==> src/rtl/irqv_pkg.sv <==
package irqv_pkg;
    localparam int NUM_LVL   = 16;
    localparam int NUM_SRC   = NUM_LVL + 3;
    localparam int ID_W      = $clog2(NUM_SRC);
    localparam int ADDR_W    = 16;
    localparam int IDX_NMI   = NUM_LVL;
    localparam int IDX_UNDEF = NUM_LVL + 1;
    localparam int IDX_TRAP  = NUM_LVL + 2;

    typedef enum logic [0:0] {
        ST_IDLE    = 1'b0,
        ST_PRESENT = 1'b1
    } arb_state_e;

    typedef struct packed {
        logic            valid;
        logic            pts;
        logic [ID_W-1:0] id;
    } winner_t;

    function automatic logic [ADDR_W-1:0] vector_of(input logic [ID_W-1:0] id, input logic pts);
        logic [ADDR_W-1:0] v;
        if (id == ID_W'(IDX_NMI))        v = 16'h203E;
        else if (id == ID_W'(IDX_UNDEF)) v = 16'h2012;
        else if (id == ID_W'(IDX_TRAP))  v = 16'h2010;
        else if (id < ID_W'(8))          v = (pts ? 16'h2040 : 16'h2000) + ADDR_W'({id, 1'b0});
        else                             v = (pts ? 16'h2050 : 16'h2030) + ADDR_W'({id - ID_W'(8), 1'b0});
        return v;
    endfunction
endpackage

==> src/rtl/irqv_pending.sv <==
module irqv_pending
    import irqv_pkg::*;
#(
    parameter int N = NUM_SRC
) (
    input  logic         clk,
    input  logic         rst_n,
    input  logic [N-1:0] set_i,
    input  logic [N-1:0] clr_i,
    output logic [N-1:0] pend_o
);
    genvar g;
    generate
        for (g = 0; g < N; g++) begin : g_bit
            always_ff @(posedge clk) begin
                if (!rst_n)        pend_o[g] <= 1'b0;
                else if (set_i[g]) pend_o[g] <= 1'b1;
                else if (clr_i[g]) pend_o[g] <= 1'b0;
            end
        end
    endgenerate
endmodule

==> src/rtl/irqv_select.sv <==
module irqv_select
    import irqv_pkg::*;
(
    input  logic [NUM_SRC-1:0] pend_i,
    input  logic [NUM_LVL-1:0] mask_i,
    input  logic [NUM_LVL-1:0] pts_sel_i,
    input  logic               glob_en_i,
    output winner_t            win_o
);
    logic [NUM_LVL-1:0] elig;
    logic [NUM_LVL-1:0] pts_elig;
    logic [NUM_LVL-1:0] nrm_elig;
    logic               pts_any, nrm_any;
    logic [ID_W-1:0]    pts_top, nrm_top;

    assign elig     = pend_i[NUM_LVL-1:0] & mask_i & {NUM_LVL{glob_en_i}};
    assign pts_elig = elig & pts_sel_i;
    assign nrm_elig = elig & ~pts_sel_i;

    always_comb begin
        pts_any = 1'b0;
        nrm_any = 1'b0;
        pts_top = '0;
        nrm_top = '0;
        for (int i = 0; i < NUM_LVL; i++) begin
            if (pts_elig[i]) begin
                pts_any = 1'b1;
                pts_top = ID_W'(i);
            end
            if (nrm_elig[i]) begin
                nrm_any = 1'b1;
                nrm_top = ID_W'(i);
            end
        end
    end

    always_comb begin
        win_o = '0;
        if (pend_i[IDX_NMI])        win_o = '{valid: 1'b1, pts: 1'b0, id: ID_W'(IDX_NMI)};
        else if (pend_i[IDX_UNDEF]) win_o = '{valid: 1'b1, pts: 1'b0, id: ID_W'(IDX_UNDEF)};
        else if (pend_i[IDX_TRAP])  win_o = '{valid: 1'b1, pts: 1'b0, id: ID_W'(IDX_TRAP)};
        else if (pts_any)           win_o = '{valid: 1'b1, pts: 1'b1, id: pts_top};
        else if (nrm_any)           win_o = '{valid: 1'b1, pts: 1'b0, id: nrm_top};
    end
endmodule

==> src/rtl/irqv_arbiter.sv <==
module irqv_arbiter
    import irqv_pkg::*;
(
    input  logic               clk,
    input  logic               rst_n,
    input  logic [NUM_LVL-1:0] irq_set,
    input  logic               nmi_set,
    input  logic               undef_set,
    input  logic               trap_set,
    input  logic [NUM_LVL-1:0] mask,
    input  logic [NUM_LVL-1:0] pts_sel,
    input  logic               glob_en,
    input  logic               ack,
    output logic               cpu_req,
    output logic [ADDR_W-1:0]  vec_addr,
    output logic               pts_flag
);
    arb_state_e         state_q, state_d;
    logic [NUM_SRC-1:0] pend_q;
    logic [NUM_SRC-1:0] set_vec;
    logic [NUM_SRC-1:0] clr_vec;
    logic [ID_W-1:0]    win_id_q;
    winner_t            win;

    assign set_vec = {trap_set, undef_set, nmi_set, irq_set};
    assign clr_vec = (state_q == ST_PRESENT && ack) ? (NUM_SRC'(1) << win_id_q) : '0;

    irqv_pending #(.N(NUM_SRC)) u_pend (
        .clk    (clk),
        .rst_n  (rst_n),
        .set_i  (set_vec),
        .clr_i  (clr_vec),
        .pend_o (pend_q)
    );

    irqv_select u_sel (
        .pend_i    (pend_q),
        .mask_i    (mask),
        .pts_sel_i (pts_sel),
        .glob_en_i (glob_en),
        .win_o     (win)
    );

    always_comb begin
        state_d = state_q;
        unique case (state_q)
            ST_IDLE:    if (win.valid) state_d = ST_PRESENT;
            ST_PRESENT: if (ack)       state_d = ST_IDLE;
        endcase
    end

    always_ff @(posedge clk) begin
        if (!rst_n) state_q <= ST_IDLE;
        else        state_q <= state_d;
    end

    always_ff @(posedge clk) begin
        if (!rst_n) begin
            vec_addr <= '0;
            pts_flag <= 1'b0;
            win_id_q <= '0;
        end else if (state_q == ST_IDLE && win.valid) begin
            vec_addr <= vector_of(win.id, win.pts);
            pts_flag <= win.pts;
            win_id_q <= win.id;
        end
    end

    assign cpu_req = (state_q == ST_PRESENT);
endmodule

==> config.mk <==
export PLATFORM = sky130hd
export DESIGN_NAME = irqv_arbiter
export DESIGN_NICKNAME = d
export VERILOG_FILES = /design/src/rtl/irqv_pkg.sv /design/src/rtl/irqv_pending.sv /design/src/rtl/irqv_select.sv /design/src/rtl/irqv_arbiter.sv
export SDC_FILE = /design/constraint.sdc
export NUM_CORES = 1
export LEC_CHECK = 0
export BUFFER_PORTS_ARGS = -buffer_cell sky130_fd_sc_hd__buf_2
export CAP_MARGIN = 20
export CORE_ASPECT_RATIO = 0.6
export CORE_UTILIZATION = 51
export CTS_CLUSTER_SIZE = 20
export DETAILED_ROUTE_END_ITERATION = 7
export GPL_ROUTABILITY_DRIVEN = 0
export PLACE_DENSITY = 0.81
export SYNTH_ARGS = -nofsm -noshare
export SYNTH_HDL_FRONTEND = slang
export SYNTH_SLANG_ARGS = --single-unit
export TNS_END_PERCENT = 30
==> constraint.sdc <==
create_clock -name clk -period 2.9 [get_ports clk]
set_clock_uncertainty 0.05 [all_clocks]
set_input_delay 0.145 -clock clk [delete_from_list [all_inputs] [get_ports clk]]
set_output_delay 0.145 -clock clk [all_outputs]
set_load 0.03 [all_outputs]
# Word-level counts from Yosys, hierarchy flattened
# Cells that the tools add are included.
[op_classes]
n_lt_le_gt_ge = 1
add_sub_neg = 3
n_mux = 115
n_eq_ne = 3
n_bitwise = 6
shift = 1
reduce_logical = 21
[ops]
columns = ["cell", "n"]
rows = [
  ["two-way mux 1 bit", 74],
  ["AND 16 bit", 4],
  ["two-way mux 4 bit", 16],
  ["two-way mux 15 bit", 4],
  ["two-way mux 7 bit", 7],
  ["nonzero test 2 bit", 19],
  ["adder 14 x 6 -> 15 bit", 2],
  ["two-way mux 3 bit", 8],
  ["two-way mux 19 bit", 1],
  ["left shift 1 x 5 -> 19 bit, first input constant", 1],
  ["NOT 16 bit", 1],
  ["equality test 5 bit, second input constant", 3],
  ["two-way mux 2 bit", 4],
  ["less-than comparator 5 x 4 -> 1 bit, second input constant", 1],
  ["subtractor 5 x 4 -> 5 bit, second input constant", 1],
  ["logical AND 1 bit", 2],
  ["one-hot mux 1 bit (2 select lines)", 1],
  ["NOT 1 bit", 1],
]
[totals]
output_inout_bits = 18
in_bits = 55
wordCells = 173
regBits = 42

# Logic depth before layout (Yosys ltp)
# Gate-level depths: netlist of run 1.
[logic_depth]
ltp_word = 30
mapped_depth = 11
depth_no_buf = 9

# Hierarchy
# From an unflattened synthesis of run 1, not the netlist that was laid out.
[hier_totals]
hier_cells = 286
area_unflattened_um2 = 2316.0
[by_module_without_submodules]
columns = ["mod", "seq_area_each_um2", "n_inst", "area_each_um2", "cells_per_inst"]
rows = [
  ["irqv_arbiter", 300.3, 1, 872.1, 120],
  ["irqv_select", 0.0, 1, 770.7, 107],
  ["irqv_pending", 380.4, 1, 673.1, 59],
]

# Worst setup path before layout of run 1
# OpenSTA, ideal clock, no wires.
[synth_path]
kind = "register -> register"
startpoint = "reg u_pend.pend_o[13]"
endpoint = "reg vec_addr[7]"
period_less_slack_ns = 2.049
slack_ns = 0.851
path_stages_with_launch = 10
arrival_ns = 1.881
required_ns = 2.732
setup_time_ns = 0.118
path_cell_list = "dfxtp_1 nand4_1 nand4_1 nor4_4 o21ai_1 a21o_1 ha_1 nor2_1 a32oi_1 nor2b_1"
[synth_via]
elab_chain_cells = 17
word_cells_on_any_way = 35
classes_between = "add/sub (3); order compare (1); eq/ne (3); mux (23); bitwise (4); reduce/logical (1)"
[synth_lines]
columns = ["element", "line", "source"]
rows = [
  ["start: declaration", "irqv_pending.sv:10", "output logic [N-1:0] pend_o"],
  ["start signal: indexed assignment", "irqv_pending.sv:16", "if (!rst_n) pend_o[g] <= 1'b0;"],
  ["start signal: indexed assignment", "irqv_pending.sv:17", "else if (set_i[g]) pend_o[g] <= 1'b1;"],
  ["start signal: indexed assignment", "irqv_pending.sv:18", "else if (clr_i[g]) pend_o[g] <= 1'b0;"],
  ["AND 16 bit (*) (2 in a row)", "irqv_select.sv:16", "assign elig = pend_i[NUM_LVL-1:0] & mask_i & {NUM_LVL{glob_en_i}};"],
  ["AND 16 bit", "irqv_select.sv:18", "assign nrm_elig = elig & ~pts_sel_i;"],
  ["two-way mux 4 bit or two-way mux 1 bit (tied branches) (3 in a row)", "irqv_select.sv:30", "if (nrm_elig[i]) begin"],
  ["two-way mux 7 bit", "irqv_select.sv:43", "else if (nrm_any) win_o = '{valid: 1'b1, pts: 1'b0, id: nrm_top};"],
  ["two-way mux 7 bit (*)", "irqv_select.sv:42", "else if (pts_any) win_o = '{valid: 1'b1, pts: 1'b1, id: pts_top};"],
  ["two-way mux 7 bit (*)", "irqv_select.sv:41", "else if (pend_i[IDX_TRAP]) win_o = '{valid: 1'b1, pts: 1'b0, id: ID_W'(IDX_TRAP)};"],
  ["two-way mux 7 bit (*)", "irqv_select.sv:40", "else if (pend_i[IDX_UNDEF]) win_o = '{valid: 1'b1, pts: 1'b0, id: ID_W'(IDX_UNDEF)};"],
  ["two-way mux 7 bit (*)", "irqv_select.sv:39", "if (pend_i[IDX_NMI]) win_o = '{valid: 1'b1, pts: 1'b0, id: ID_W'(IDX_NMI)};"],
  ["subtractor 5 x 4 -> 5 bit", "irqv_pkg.sv:27", "else v = (pts ? 16'h2050 : 16'h2030) + ADDR_W'({id - ID_W'(8), 1'b0});"],
  ["adder 14 x 6 -> 15 bit", "irqv_pkg.sv:27", ""],
  ["two-way mux 15 bit", "irqv_pkg.sv:26", "else if (id < ID_W'(8)) v = (pts ? 16'h2040 : 16'h2000) + ADDR_W'({id, 1'b0});"],
  ["two-way mux 15 bit", "irqv_pkg.sv:25", "else if (id == ID_W'(IDX_TRAP)) v = 16'h2010;"],
  ["two-way mux 15 bit", "irqv_pkg.sv:24", "else if (id == ID_W'(IDX_UNDEF)) v = 16'h2012;"],
  ["two-way mux 15 bit", "irqv_pkg.sv:23", "if (id == ID_W'(IDX_NMI)) v = 16'h203E;"],
  ["end signal: assignment", "irqv_arbiter.sv:63", "vec_addr <= vector_of(win.id, win.pts);"],
  ["end: declaration", "irqv_arbiter.sv:15", "output logic [ADDR_W-1:0] vec_addr,"],
]
# Every way passes the cells marked *; elsewhere a longest branch is shown, timed or not.
# A chain may end at the register's enable or synchronous reset.

# Worst setup path after layout of run 1
# Same ends and word-level chain as after synthesis.

==> results of run 1 <==
==> worst max path at each step <==
| stage | cells past startpoint | slack (ns) | to | start |
|---|---|---|---|---|
| final | 9 | 0.56 | vec_addr[7] | u_pend.pend_o[13] |
| after detailed placement | 10 | 0.35 | vec_addr[7] | glob_en |
| after global placement | 10 | 0.45 | vec_addr[7] | glob_en |
| after global routing | 9 | 0.40 | vec_addr[7] | u_pend.pend_o[13] |
| after CTS | 9 | 0.58 | vec_addr[7] | u_pend.pend_o[13] |
| after floorplan | 9 | 0.85 | vec_addr[7] | u_pend.pend_o[13] |
==> cells in the mapped netlist (all sizes together) (2+ instances only) <==
master	number	area share
a21o	2	0.0068
a21oi	10	0.023
a311o	2	0.0091
a31oi	7	0.020
a41oi	2	0.0080
and2	2	0.0057
and3	2	0.0057
and4b	5	0.023
buf	16	0.065
clkbuf	2	0.0034
dfxtp	34	0.31
ha	2	0.011
inv	8	0.014
mux2i	2	0.0091
nand2	16	0.027
nand2b	6	0.017
nand3	8	0.018
nand4	22	0.077
nand4b	11	0.070
nor2	12	0.020
nor2b	7	0.020
nor3	3	0.0068
nor4	3	0.018
o211ai	3	0.012
o21a	38	0.13
o21ai	11	0.025
o22ai	2	0.0057
or2	2	0.0057
==> power groups by stage <==
stage                     sequential, uW  clock (uW)  combinational [uW]
after global placement               556           0                 311
after floorplan                      572           0                 214
after detailed placement             557           0                 316
after global routing                 553         394                 352
final                                548         366                 323
after CTS                            546         373                 320
==> area by class of cell <==
type / count / area [um2]
fillers: 374 / 1520
multi-input cells: 196 / 1370
flip-flops and latches: 34 / 681
repair buffers: 68 / 358
clock buffers: 6 / 82.6
well taps: 60 / 75.1
inverters: 8 / 30.0
clock inverters: 2 / 12.5
==> flip-flops by register name (all words and copies together), names as in the netlist <==
name / cells
vec_addr: 8
pts_flag: 1
cpu_req: 1
u_pend.pend_o: 19
win_id_q: 5
==> cell usage in the layout (no fill, tap or decap), types with 5 or more instances in the layout <==
cell      Yosys  routed
dfxtp_1      34      34
nand4_1      17      17
nor2_1       12      12
a31oi_1       7       7
nand4b_1      6       6
inv_1         7       7
nand4_2       5       5
nand2_1      16      16
nor2b_1       7       7
nand3_1       8       8
o21ai_0       5       5
o21a_1       38      38
conb_1        1       8
o21ai_1       6       6
clkbuf_8      0       6
buf_2         0      64
a21oi_1      10      10
nand2b_1      6       6
and4b_1       5       5
==> kinds of logic after synthesis <==
logic type | count (synthesis) | share of synthesized area
AO/OA/AOI/OAI | 82 | 0.260
adder cells (fa/ha/maj) | 2 | 0.0114
buffers and inverters | 26 | 0.0823
flip-flops | 34 | 0.309
multiplexers | 2 | 0.00909
other | 1 | 0.00170
AND/OR/NAND/NOR | 102 | 0.327
==> critical path: cells and delay by family, from the launching register on <==
family / cells / cell delay [ns]
AO/OA/AOI/OAI: 3 / 0.57
AND/OR/NAND/NOR: 5 / 0.97
adder cells (fa/ha/maj): 1 / 0.29
flip-flops: 1 / 0.35
==> stage by stage <==
stage / hold WS (ns) / instance area, um2 / setup slack [ns] / std cells
6_report: 0.00724 / 2610 / 0.558 / 374
5_1_grt: 0.0102 / 2610 / 0.401 / 374
4_1_cts: 0.00282 / 2600 / 0.578 / 373
3_5_place_dp: 0.307 / 2480 / 0.352 / 363
3_3_place_gp: 0.303 / 2480 / 0.447 / 363
2_1_floorplan: 0.219 / 2230 / 0.851 / 256
==> layer usage <==
metal / vias to the layer above / track usage / part of all wire
li1: 1062 / - / -
met1: 990 / 0.393 / 0.49
met2: 72 / 0.402 / 0.41
met3: 5 / 0.0842 / 0.087
met4: 0 / 0.0694 / 0.0090
met5: - / 0 / 0
==> summary.txt, run 1 <==
Critical path
  • Most frequent CP cell: nand4_1
  • Path depth of the worst reg2reg path: 9
  • CP Cell Sequence: nand4_1, nand4_1, nor4_4, o21ai_1, a21o_1, ha_1, nor2_1, a32oi_1, nor2b_1
  • Reg-to-reg critical path endpoint: vec_addr[7]
  • CP Capture Type: flip-flop
  • R2r startpoint: u_pend.pend_o[13]
  • CP arrival: 2.47 ns
  • Slowest stage cell, crit path: nor4_4
  • Kind of critical path: flip-flop to flip-flop
  • Slowest stage delay, CP: 0.51 ns
  • Max FO, Critical Path: 9
  • Req. time, crit path: 3.03 ns
  • R2R setup slack: 0.56 ns
  • Crit start category: flip-flop

Route
  • Wire per inst: 15.4 um
  • 1st-pass router iterations: 4
  • Number of DRC markers in iteration 0: 164
  • Via density: 5.69
  • DRC errors left: 0
  • Post-Route WL: 5770 um
  • Vias: 2,129
  • Final antenna-violating net count: 0

Synthesis
  • Ys async rst share: 0
  • Post-synthesis cell area: 2200 um2
  • Avg Inst Size Synth: 8.85 um2
  • Syn Inst Count: 249
  • Distinct cells, synth: 50
  • Flops & latches, synth: 34
  • Post-synthesis sequential area ratio: 0.309
  • Number of flops mapped to enable cells by yosys: 0
  • Main synth FF type: dfxtp_1
  • Synth warn: 0

CTS
  • Post-CTS Setup Repair Bufs: 0
  • Root Buffer: clkbuf_8
  • Max clock buf depth: 2
  • Worst-Skew Late Latency: 0.29 ns
  • Clock slew at reported path FFs: 0.07 ns
  • Hold Buf Count CTS: 2
  • CTS tree: yes
  • H-tree depth: 2
  • CTS Buf Count: 5
  • Post-CTS Resized: 0
  • Clock net sink count: 34

Floorplanning
  • Horiz. Die Dim: 86.9 um
  • Die height: 52.9 um
  • Die area: 4600 um2
  • Core area: 4120 um2
  • Site row count: 18
  • I/O pins: 73
  • Initial core utilization: 0.535

Status
  • Status: complete, no violations

Hold path
  • Min-delay src: irq_set[4]
  • Hold Path Stages: 2
  • Worst Hold End: u_pend.pend_o[4]
  • Worst min-delay path class: input port to flip-flop

STA
  • Min Tclk post-route: 2.34 ns
  • RSZ-0062 raised after global routing: no
  • Least-Margin Pin Slew: 0.680 ns
  • Final Max Slew Viols: 0
  • Maximum clock rate: 0.427 GHz
  • Slew margin rel.: 0.546
  • Fin crit share: 0.807
  • Setup TNS: 0 ns
  • Fin. Hold Viols: 0
  • # setup viols final: 0

GRT
  • Largest net degree at the start of global routing: 38
  • Antenna violations before repair: 0
  • First-pass GRT wire length: 9270 um
  • Final global-route overflow total: 0
  • Tot GR Track Use: 0.276
  • Vias in the first global route: 1,954

Power
  • Total power: 1240 uW
  • Clock power frac: 0.296
  • Seq pwr share: 0.443
  • Pwr dens: 475 nW/um2
  • Gate power share: 0.261
  • Cell-internal power: 832 uW
  • P_leak: 0.00120 uW
  • Peak VDD IR: 527 uV
  • P_sw: 405 uW
  • Net Sw Frac: 0.327

Finish
  • Area grow syn2layout: 18.3%
  • Finished Core Util: 0.632
  • # diodes: 0
  • Layout cell share with drive strength beyond 1: 0.280
  • Post-layout net count: 370

Place
  • Placed wire-length estimate: 4540 um
  • PortBufs: 64

Job
  • Max Cap Viol: 0
(Power assumes the default switching activity.)
==> inputs of run 2 (changes only) <==
Settings changed: ABC_AREA from default to 1, CORE_UTILIZATION 51 to 45, PLACE_DENSITY 0.81 to 0.76.
Clock period 2.9 ns to 2.15 ns, I/O delays scaled along.
==> run 2 against run 1 <==
  * Die area up 9.5%
  * Fmax grew 17%
  * Via count rose by 11%
  * Register-to-register slack lost 0.41 ns
  * Utilization fell by 0.22 points
  * Critical endpoint is now vec_addr[5]
  * Largest power group unchanged
==> summary.txt, run 2 <==
STA
  • Final Max Slew Viols: 0 (unchanged)
  • # setup viols final: 0 (unchanged)
  • Fin. Hold Viols: 0 (unchanged)
  • Min Tclk post-route: 2.00 ns (-0.338 ns)
  • Maximum clock rate: 0.499 GHz (+17%)
  • Hold Slack: 0.00770 ns (+0.000458 ns)
  • Setup TNS: 0 ns (unchanged)
  • Fin crit share: 0.932 (+0.124)
  • RSZ-0062 raised after global routing: no

Critical path
  • R2R setup slack: 0.15 ns (-0.41 ns)
  • CP arrival: 2.19 ns (-0.28 ns)
  • Path depth of the worst reg2reg path: 11 (+2)
  • Max FO, Critical Path: 4 (-5)
  • CP Capture Type: flip-flop
  • Reg-to-reg critical path endpoint: vec_addr[5]
  • Kind of critical path: flip-flop to flip-flop
  • Most frequent CP cell: nor2_1
  • R2r startpoint: u_pend.pend_o[12]
  • Worst Setup SP: u_pend.pend_o[12]
  • Req. time, crit path: 2.34 ns (-0.69 ns)
  • Critical path endpoint: vec_addr[5]
  • Slowest stage delay, CP: 0.37 ns (-0.14 ns)
  • Crit start category: flip-flop
  • CP Cell Sequence: nand3_1, nor2_1, nor2_1, nand2_1, nor2_1, and3b_2, nor2_1, inv_1, ha_1, nor3_1, o221a_2
  • Slowest stage cell, crit path: dfxtp_1

GRT
  • Largest net degree at the start of global routing: 22 (-42%)
  • Antenna violations before repair: 0 (unchanged)
  • Tot GR Track Use: 0.240 (-0.0354)
  • Vias in the first global route: 2,007 (+2.7%)
  • Final global-route overflow total: 0 (unchanged)
  • First-pass GRT wire length: 9420 um (+1.6%)

Finish
  • Reg with most FFs: u_pend.pend_o
  • Area grow syn2layout: 27.7%
  • Top Registers: u_pend.pend_o (19), vec_addr (8), win_id_q (5)
  • Layout cell share with drive strength beyond 1: 0.214 (-0.0658)
  • Post-layout net count: 485 (+31%)
  • Sequential cell area: 681 um2 (unchanged)
  • Finished Core Util: 0.630 (-0.00215)
  • Max reg flops: 19 (unchanged)
  • # diodes: 0 (unchanged)
  • Most common cell after layout, fill and taps aside: nand2_1
  • Filler Cells Inserted: 428 (+14%)
  • Multi-input logic area: 1130 um2 (-17%)
  • Most frequent cells in the layout: nand2_1, buf_2, inv_1

Floorplanning
  • Die area: 5030 um2 (+9.5%)
  • Die height: 55.4 um (+4.6%)
  • Initial core utilization: 0.494 (-0.0410)
  • Horiz. Die Dim: 90.9 um (+4.7%)
  • I/O pins: 73 (unchanged)
  • Core area: 4320 um2 (+4.9%)
  • Site row count: 18 (unchanged)

Route
  • Number of DRC markers in iteration 0: 135 (-18%)
  • Vias: 2,356 (+11%)
  • Post-Route WL: 5970 um (+3.4%)
  • Via density: 4.82 (-15%)
  • Final antenna-violating net count: 0 (unchanged)
  • 1st-pass router iterations: 4 (unchanged)
  • Wire per inst: 12.2 um (-21%)
  • DRC errors left: 0 (unchanged)

Synthesis
  • Synth top area share: 0.319 (+0.00996)
  • Avg Inst Size Synth: 6.19 um2 (-30%)
  • Post-synthesis cell area: 2130 um2 (-3.1%)
  • Synth warn: 0 (unchanged)
  • Number of flops mapped to enable cells by yosys: 0 (unchanged)
  • Top-count cell post-synth: nand2_1
  • Syn Inst Count: 345 (+39%)
  • Yosys top cell by area: dfxtp_1
  • Distinct cells, synth: 29 (-42%)
  • Post-synthesis sequential area ratio: 0.319 (+0.00996)
  • Synth top area cells: dfxtp_1, nand2_1, nor2_1
  • Main synth FF type: dfxtp_1
  • Ys async rst share: 0 (unchanged)
  • Top cells by count, synth: nand2_1, nor2_1, inv_1
  • Flops & latches, synth: 34 (unchanged)

CTS
  • CTS Buf Count: 5 (unchanged)
  • Clock net sink count: 34 (unchanged)
  • Max clock buf depth: 2 (unchanged)
  • Clock slew at reported path FFs: 0.08 ns (about the same)
  • H-tree depth: 2 (unchanged)
  • CTS tree: yes
  • Worst-Skew Late Latency: 0.30 ns (about the same)
  • Root Buffer: clkbuf_8

Power
  • Clock power frac: 0.293 (-0.003)
  • P_sw: 586 uW (+45%)
  • Net Sw Frac: 0.342 (+0.0148)
  • P_leak: 0.00143 uW (+19%)
  • Pwr dens: 629 nW/um2 (+32%)
  • Seq pwr share: 0.428 (-0.015)
  • Cell-internal power: 1130 uW (+35%)
  • Peak VDD IR: 384 uV (-27%)
  • Gate power share: 0.279 (+0.018)

Place
  • Placed wire-length estimate: 4690 um (+3.3%)
  • PortBufs: 64 (unchanged)

Hold path
  • Min-delay src: irq_set[12]
  • Worst min-delay path class: input port to flip-flop

Job
  • Max Cap Viol: 0 (unchanged)

Status
  • Status: complete, no violations
-- run 2: cell count changes in the layout (fill, tap and decap cells not counted), moves of 11 or more --
cell and delta:
inv_1 +56, nand2_1 +56, nor2_1 +49, o21a_1 -38, a21oi_1 +18, dlygate4sd3_1 +11, nand3_1 +11, nand4_1 -11
-- run 2: what timing repair did --
| item | 4_1_cts | 5_1_grt |
|---|---|---|
| setup buffers | 0 | 0 |
| hold buffers | 14 | 0 |
| endpoints found under the setup margin | 0 | 5 |
| gates resized for setup | 0 | 4 |
| hold endpoints to repair | 14 | 0 |
-- run 2: worst min-delay path by stage --
| stage | end | slack (ns) | cells past startpoint |
|---|---|---|---|
| 2_1_floorplan | u_pend.pend_o[11] | 0.17 | 2 |
| 3_3_place_gp | u_pend.pend_o[3] | 0.27 | 3 |
| 3_5_place_dp | u_pend.pend_o[14] | 0.27 | 3 |
| 4_1_cts | u_pend.pend_o[9] | 0.008 | 3 |
| 5_1_grt | u_pend.pend_o[9] | 0.0009 | 3 |
| 6_report | u_pend.pend_o[12] | 0.008 | 3 |
-- run 2: area by class of cell --
class / count / share of cell area
Multi-Input combinational cell: 239 / 0.415
Sequential cell: 34 / 0.250
Timing Repair Buffer: 84 / 0.185
Inverter: 64 / 0.0891
Clock buffer: 7 / 0.0317
Tap cell: 60 / 0.0275
Clock inverter: 1 / 0.00184
-- run 2: per-stage QoR --
step                      setup slack (ns)  cells  instance area [um2]  total power, uW
after floorplan                      0.237    352                 2160             1060
after global placement              0.0490    467                 2480             1190
after detailed placement            0.0260    467                 2480             1200
after CTS                            0.138    489                 2720             1710
after global routing               0.00183    489                 2730             1820
final                                0.147    489                 2730             1710
-- run 2: cell families (layout without fill, tap and decap cells) --
group / after synthesis / after routing / share of synthesized area
AND/OR/NAND/NOR: 178 / 178 / 0.368
flip-flops: 34 / 34 / 0.319
other: 1 / 8 / 0.00176
buffers and inverters: 79 / 156 / 0.168
adder cells (fa/ha/maj): 2 / 2 / 0.0117
AO/OA/AOI/OAI: 51 / 51 / 0.131
-- run 2: layer usage --
metal	part of all wire	routed length [um]	track usage	up-vias
met5	0	0	0	-
met4	0.0042	25	0.0544	0
met3	0.094	563	0.0482	4
met2	0.38	2250	0.321	104
met1	0.52	3120	0.383	1017
li1	-	-	-	1231
-- run 2: worst max-delay path: cells and delay by family, from the launching register on --
kind                       cells  cell delay (ns)
AOI/OAI and AO/OA              1             0.20
adders and majority gates      1             0.27
buffers and inverters          1             0.08
DFF                            1             0.37
and+or+nand+nor                8             0.97
-- run 2: power by group through the flow --
stage	sequential [uW]	clock (uW)	combinational, uW
after floorplan	775	0	285
after global placement	743	0	446
after detailed placement	744	0	452
after CTS	731	509	473
after global routing	739	550	530
final	733	502	479
